**config.mk**
```make
export PLATFORM = sky130hd
export DESIGN_NAME = nibble_rev_rx
export DESIGN_NICKNAME = d
export VERILOG_FILES = /design/src/rtl/nibble_rev_rx.sv
export SDC_FILE = /design/constraint.sdc
export NUM_CORES = 1
export LEC_CHECK = 0
export BUFFER_PORTS_ARGS = -buffer_cell sky130_fd_sc_hd__buf_4
export CORE_MARGIN = 1.5
export CORE_UTILIZATION = 64
export CTS_BUF_LIST = sky130_fd_sc_hd__clkbuf_2 sky130_fd_sc_hd__clkbuf_4 sky130_fd_sc_hd__clkbuf_8
export CTS_CLUSTER_SIZE = 30
export DETAILED_ROUTE_END_ITERATION = 6
export PLACE_DENSITY_LB_ADDON = 0.15
export SLEW_MARGIN = 0
export SYNTH_ARGS = -nofsm -noshare
export SYNTH_HDL_FRONTEND = slang
export SYNTH_SLANG_ARGS = --single-unit
```
**constraint.sdc**
```tcl
create_clock -name clk -period 4.8 [get_ports clk]
set_input_delay 0.96 -clock clk [delete_from_list [all_inputs] [get_ports clk]]
set_output_delay 0.96 -clock clk [all_outputs]
set_load 0.02 [all_outputs]
```
**src/rtl/nibble_rev_rx.sv**
```systemverilog
module nibble_rev_rx #(
  parameter int CNT_W      = 8,
  parameter int IDLE_LIMIT = 2000,
  parameter int RESP_LIMIT = 16
)(
  input  logic             clk,
  input  logic             rst_n,
  input  logic             start,
  input  logic [CNT_W-1:0] req_count,
  input  logic             n_fault_i,
  input  logic             select_i,
  input  logic             perror_i,
  input  logic             busy_i,
  input  logic             n_ack_i,
  input  logic             byte_ready_i,
  output logic             n_select_in_o,
  output logic             n_strobe_o,
  output logic             n_autofd_o,
  output logic [7:0]       byte_o,
  output logic             byte_valid_o,
  output logic [CNT_W-1:0] byte_count_o,
  output logic             done_o,
  output logic [1:0]       err_o
);
  localparam int MAXLIM = (IDLE_LIMIT > RESP_LIMIT) ? IDLE_LIMIT : RESP_LIMIT;
  localparam int TMR_W  = $clog2(MAXLIM) + 1;
  localparam logic [TMR_W-1:0] IDLE_LAST = TMR_W'(IDLE_LIMIT - 1);
  localparam logic [TMR_W-1:0] RESP_LAST = TMR_W'(RESP_LIMIT - 1);
  localparam logic [1:0] ERR_NONE = 2'b00;
  localparam logic [1:0] ERR_TMO  = 2'b01;
  localparam logic [1:0] ERR_IO   = 2'b10;

  typedef enum logic [2:0] {S_IDLE, S_REQ_LO, S_ACK_LO, S_REQ_HI, S_ACK_HI, S_OUT} st_t;

  st_t              st;
  logic [4:0]       sync1, sync2;
  logic [TMR_W-1:0] tmr;
  logic [3:0]       lo_nib;
  logic [7:0]       byte_q;
  logic [CNT_W-1:0] req_q, cnt_q;
  logic             autofd_q, done_q;
  logic [1:0]       err_q;

  wire             ack_s   = sync2[4];
  wire [3:0]       nib_s   = sync2[3:0];
  wire             want_lo = (st == S_REQ_LO) || (st == S_REQ_HI);
  wire             waiting = want_lo || (st == S_ACK_LO) || (st == S_ACK_HI);
  wire             cond    = want_lo ? !ack_s : ack_s;
  wire [TMR_W-1:0] limit   = (st == S_REQ_LO) ? IDLE_LAST : RESP_LAST;
  wire             expire  = waiting && !cond && (tmr == limit);
  wire [CNT_W-1:0] cnt_nx  = cnt_q + 1'b1;

  assign n_select_in_o = 1'b1;
  assign n_strobe_o    = 1'b1;
  assign n_autofd_o    = autofd_q;
  assign byte_o        = byte_q;
  assign byte_valid_o  = (st == S_OUT);
  assign byte_count_o  = cnt_q;
  assign done_o        = done_q;
  assign err_o         = err_q;

  always_ff @(posedge clk or negedge rst_n) begin
    if (!rst_n) begin
      sync1 <= '1;
      sync2 <= '1;
    end else begin
      sync1 <= {n_ack_i, busy_i, perror_i, select_i, n_fault_i};
      sync2 <= sync1;
    end
  end

  always_ff @(posedge clk or negedge rst_n) begin
    if (!rst_n)                tmr <= '0;
    else if (!waiting || cond) tmr <= '0;
    else if (!expire)          tmr <= tmr + 1'b1;
  end

  always_ff @(posedge clk or negedge rst_n) begin
    if (!rst_n) begin
      st       <= S_IDLE;
      lo_nib   <= '0;
      byte_q   <= '0;
      req_q    <= '0;
      cnt_q    <= '0;
      autofd_q <= 1'b1;
      done_q   <= 1'b0;
      err_q    <= ERR_NONE;
    end else begin
      case (st)
        S_IDLE: if (start) begin
          done_q <= (req_count == '0);
          err_q  <= ERR_NONE;
          cnt_q  <= '0;
          req_q  <= req_count;
          if (req_count != '0) begin
            st       <= S_REQ_LO;
            autofd_q <= 1'b0;
          end
        end
        S_REQ_LO: if (cond) begin
          lo_nib   <= nib_s;
          autofd_q <= 1'b1;
          st       <= S_ACK_LO;
        end else if (expire) begin
          st <= S_IDLE; autofd_q <= 1'b1; done_q <= 1'b1; err_q <= ERR_TMO;
        end
        S_ACK_LO: if (cond) begin
          autofd_q <= 1'b0;
          st       <= S_REQ_HI;
        end else if (expire) begin
          st <= S_IDLE; autofd_q <= 1'b1; done_q <= 1'b1; err_q <= ERR_TMO;
        end
        S_REQ_HI: if (cond) begin
          byte_q   <= {nib_s, lo_nib};
          autofd_q <= 1'b1;
          st       <= S_ACK_HI;
        end else if (expire) begin
          st <= S_IDLE; autofd_q <= 1'b1; done_q <= 1'b1; err_q <= ERR_TMO;
        end
        S_ACK_HI: if (cond) begin
          st <= S_OUT;
        end else if (expire) begin
          st <= S_IDLE; autofd_q <= 1'b1; done_q <= 1'b1; err_q <= ERR_IO;
        end
        S_OUT: if (byte_ready_i) begin
          cnt_q <= cnt_nx;
          if (cnt_nx == req_q) begin
            st     <= S_IDLE;
            done_q <= 1'b1;
          end else begin
            st       <= S_REQ_LO;
            autofd_q <= 1'b0;
          end
        end
        default: st <= S_IDLE;
      endcase
    end
  end


  out_hold_chk: assert property (@(posedge clk) disable iff (!rst_n)
    byte_valid_o && !byte_ready_i |=> byte_valid_o && $stable(byte_o));


  count_step_chk: assert property (@(posedge clk) disable iff (!rst_n)
    (byte_count_o != $past(byte_count_o)) && !$past(start) |-> $past(byte_valid_o && byte_ready_i));


  valid_busy_chk: assert property (@(posedge clk) disable iff (!rst_n)
    byte_valid_o |-> n_autofd_o);


  done_release_chk: assert property (@(posedge clk) disable iff (!rst_n)
    done_o |-> n_autofd_o && !byte_valid_o);


  err_done_chk: assert property (@(posedge clk) disable iff (!rst_n)
    (err_o != ERR_NONE) |-> done_o);


  io_source_chk: assert property (@(posedge clk) disable iff (!rst_n)
    $rose(done_o) && (err_o == ERR_IO) |-> $past(st) == S_ACK_HI);


  start_ignored_chk: assert property (@(posedge clk) disable iff (!rst_n)
    (st != S_IDLE) && start |=> $stable(req_q));


  count_bound_chk: assert property (@(posedge clk) disable iff (!rst_n)
    done_o && (err_o == ERR_NONE) |-> byte_count_o == req_q);
endmodule

```
==> out/summary.txt <==
WL met2 = 2650 µm
H-tree Lvls = 3
Max layer used = met4
CP Launch Type = register
Cells resized by post-CTS repair = 0
Final Skew = 0.00628 ns
Postcts setup bufs = 0
Die H = 69.7 µm
Largest net degree at the start of global routing = 58
Final max-slew violation count = 0
Antenna viol nets, final = 0
YS warnings = 0
Mapped Area = 2840 µm²
Ranking of synthesized cells by area = dfrtp_1 40%, dfstp_2 10%, mux2_2 7.9%, nor2_1 4.0%, xnor2_1 3.4%
Yosys top cell area share = 0.405
CTS Sinks = 57
Post-layout util = 0.760
Share of cells above drive strength 1 = 0.310
Top_reg_cell synth = dfrtp_1
Slew margin rel. = 0.425
Die X = 69.7 µm
Cell count after synthesis = 262
Synth unique cells = 54
Asr flop ratio synth = 1.00
Initial antenna violation count = 0
Worst R2R Setup Slack = 2.37 ns
CTS tree = built
P&R area growth vs syn = 15.6%
Final min period = 2.67 ns
Met3 routed WL = 414 µm
Clock latency on the worst-skew pair = 0.34 ns
Cell taking the most area after synthesis = dfrtp_1
Maximum VDD drop = 377 µV
Vias = 2107
Setup tns final = 0 ns
Initial Util = 0.658
Top-count cell post-synth = dfrtp_1
Pwr dens = 563 nW/µm²
# DRC = 0
Critical path peak fanout = 20
I/O pin count = 40
Max cap viols = 0
Rows = 24
DR iter-0 viols = 236
HP Class = reg -> reg
Post-DP HPWL = 3860 µm
Worst slack, placed = 2.42 ns
Critical Path AT = 1.71 ns
Worst-path clk slew = 0.07 ns
#FFs+latches synth = 57
Die area = 4850 µm²
DRT Wirelength = 5610 µm
IO Port Bufs = 37
Hold_sp = sync1[2]
Mapped Avg Cell Area = 10.9 µm²
Reg-to-Reg End = done_o
Total global routing overflow = 0
Req. time, crit path = 3.84 ns
ANT cells = 0
Met1 Wirelength = 2480 µm
Global-route wire length before repair = 9710 µm
Slack of the critical path = 2.13 ns
FMAX = 375 MHz
Final period utilization = 0.556
Worst hold path depth = 0
Post-synth EDFFs = 0
FF-to-FF path depth = 7
Worst Hold End = sync2[2]
Core area = 4320 µm²
CTS Root Buffer Type = clkbuf_8
Worst slew pin tran = 0.862 ns
RSZ-0062 raised after global routing = no
Number of iterations in the first detailed-routing pass = 4
Leak = 1.44 nW
Fin. Hold Viols = 0
Critical path type = reg -> out
RePlAce Congestion = 0.803
GRT Util Overall = 0.258
Synth cell count leaders = 46 x dfrtp_1, 30 x nor2_1, 20 x mux2_2, 17 x nand2_1, 12 x o21ai_0
Vias per std cell = 5.99
Seq/Total Area, Yosys = 0.506
Worst hold margin = 0.355 ns
Crit path capture type = output port
Vias in the first global route = 2011
TritonCTS buffer count = 9
Status = completed
Nets@finish = 314
FF-to-FF Start = byte_count_o[0]
Cts-stage hold buffer count = 0
WL/cell = 15.9 µm
Setup violations, final = 0
Max clock buf depth = 2
per-stage QoR:
step / power [mW] / cells / cell area (µm²)
detailed placement: 1.41 / 336 / 3080
finish: 1.85 / 352 / 3290
global route: 1.97 / 352 / 3290
CTS: 1.86 / 352 / 3290
floorplan: 1.23 / 263 / 2850
global placement: 1.38 / 336 / 3080
placed cells by master, fill, tap and decap left out, types with 2 or more instances in the layout:
| cell | count |
|---|---|
| dfrtp_1 | 46 |
| a22o_1 | 2 |
| o21bai_1 | 3 |
| nand4_1 | 2 |
| or4_1 | 4 |
| nand3_1 | 8 |
| o41ai_1 | 3 |
| clkbuf_8 | 10 |
| a21oi_1 | 9 |
| nor4_1 | 2 |
| ha_1 | 2 |
| nor3b_1 | 3 |
| o21ai_0 | 12 |
| clkinvlp_4 | 3 |
| nor3_1 | 5 |
| xor2_1 | 8 |
| nand2_1 | 17 |
| a2bb2oi_1 | 2 |
| conb_1 | 2 |
| o211ai_1 | 4 |
| a211oi_1 | 2 |
| nor2b_1 | 2 |
| xnor2_1 | 11 |
| and3_1 | 6 |
| inv_1 | 4 |
| buf_4 | 37 |
| nor2_1 | 30 |
| a31oi_1 | 4 |
| and2_1 | 2 |
| dfstp_2 | 11 |
| mux2_2 | 20 |
per-layer routing:
layer,vias up,track usage
met4,0,0.0919
li1,998,-
met5,-,0
met2,76,0.376
met1,1022,0.363
met3,11,0.0872
cells by family after synthesis:
logic type | share of synthesized area
mux | 0.0827
flops | 0.506
compound gates | 0.121
xor+xnor | 0.0664
buf+inv | 0.0427
simple gates | 0.164
fa+ha+maj | 0.0163
other cells | 0.00132
worst max-delay path by stage:
stage | start | cells after the start | slack (ns) | end
after floorplan | byte_count_o[0] | 7 | 2.62 | done_o
final | st[2] | 3 | 2.13 | byte_valid_o
after global routing | st[2] | 3 | 2.00 | byte_valid_o
after detailed placement | req_count[5] | 7 | 2.42 | n_autofd_o
after CTS | st[2] | 3 | 2.13 | byte_valid_o
after global placement | byte_count_o[0] | 7 | 2.44 | done_o
worst max-delay path, stage by stage, from the launching register on:
cell and delay (ns):
dfrtp_1 0.76, nand2_1 0.17, nor2_1 0.24, buf_4 0.19
cell type report:
class / count / area (µm²)
fill: 311 / 1040
clock buffer: 10 / 138
inverter: 4 / 15.0
sequential: 57 / 1440
multi-input combinational: 186 / 1290
clock inverter: 6 / 66.3
tap: 52 / 65.1
timing repair buffer: 37 / 278
flip-flops by register name, summed over array words and instances, names as in the netlist:
signal        flops
err_o             2
tmr              12
sync1             5
sync2             5
st                3
lo_nib            4
req_q             8
n_autofd_o        1
done_o            1
byte_o            8
byte_count_o      8
power by group:
group          switching [mW]  internal, mW
clock                   0.201         0.254
sequential              0.142         0.620
combinational           0.320         0.316
total                   0.662          1.19
No activity file was read; power rests on OpenSTA's default activity.
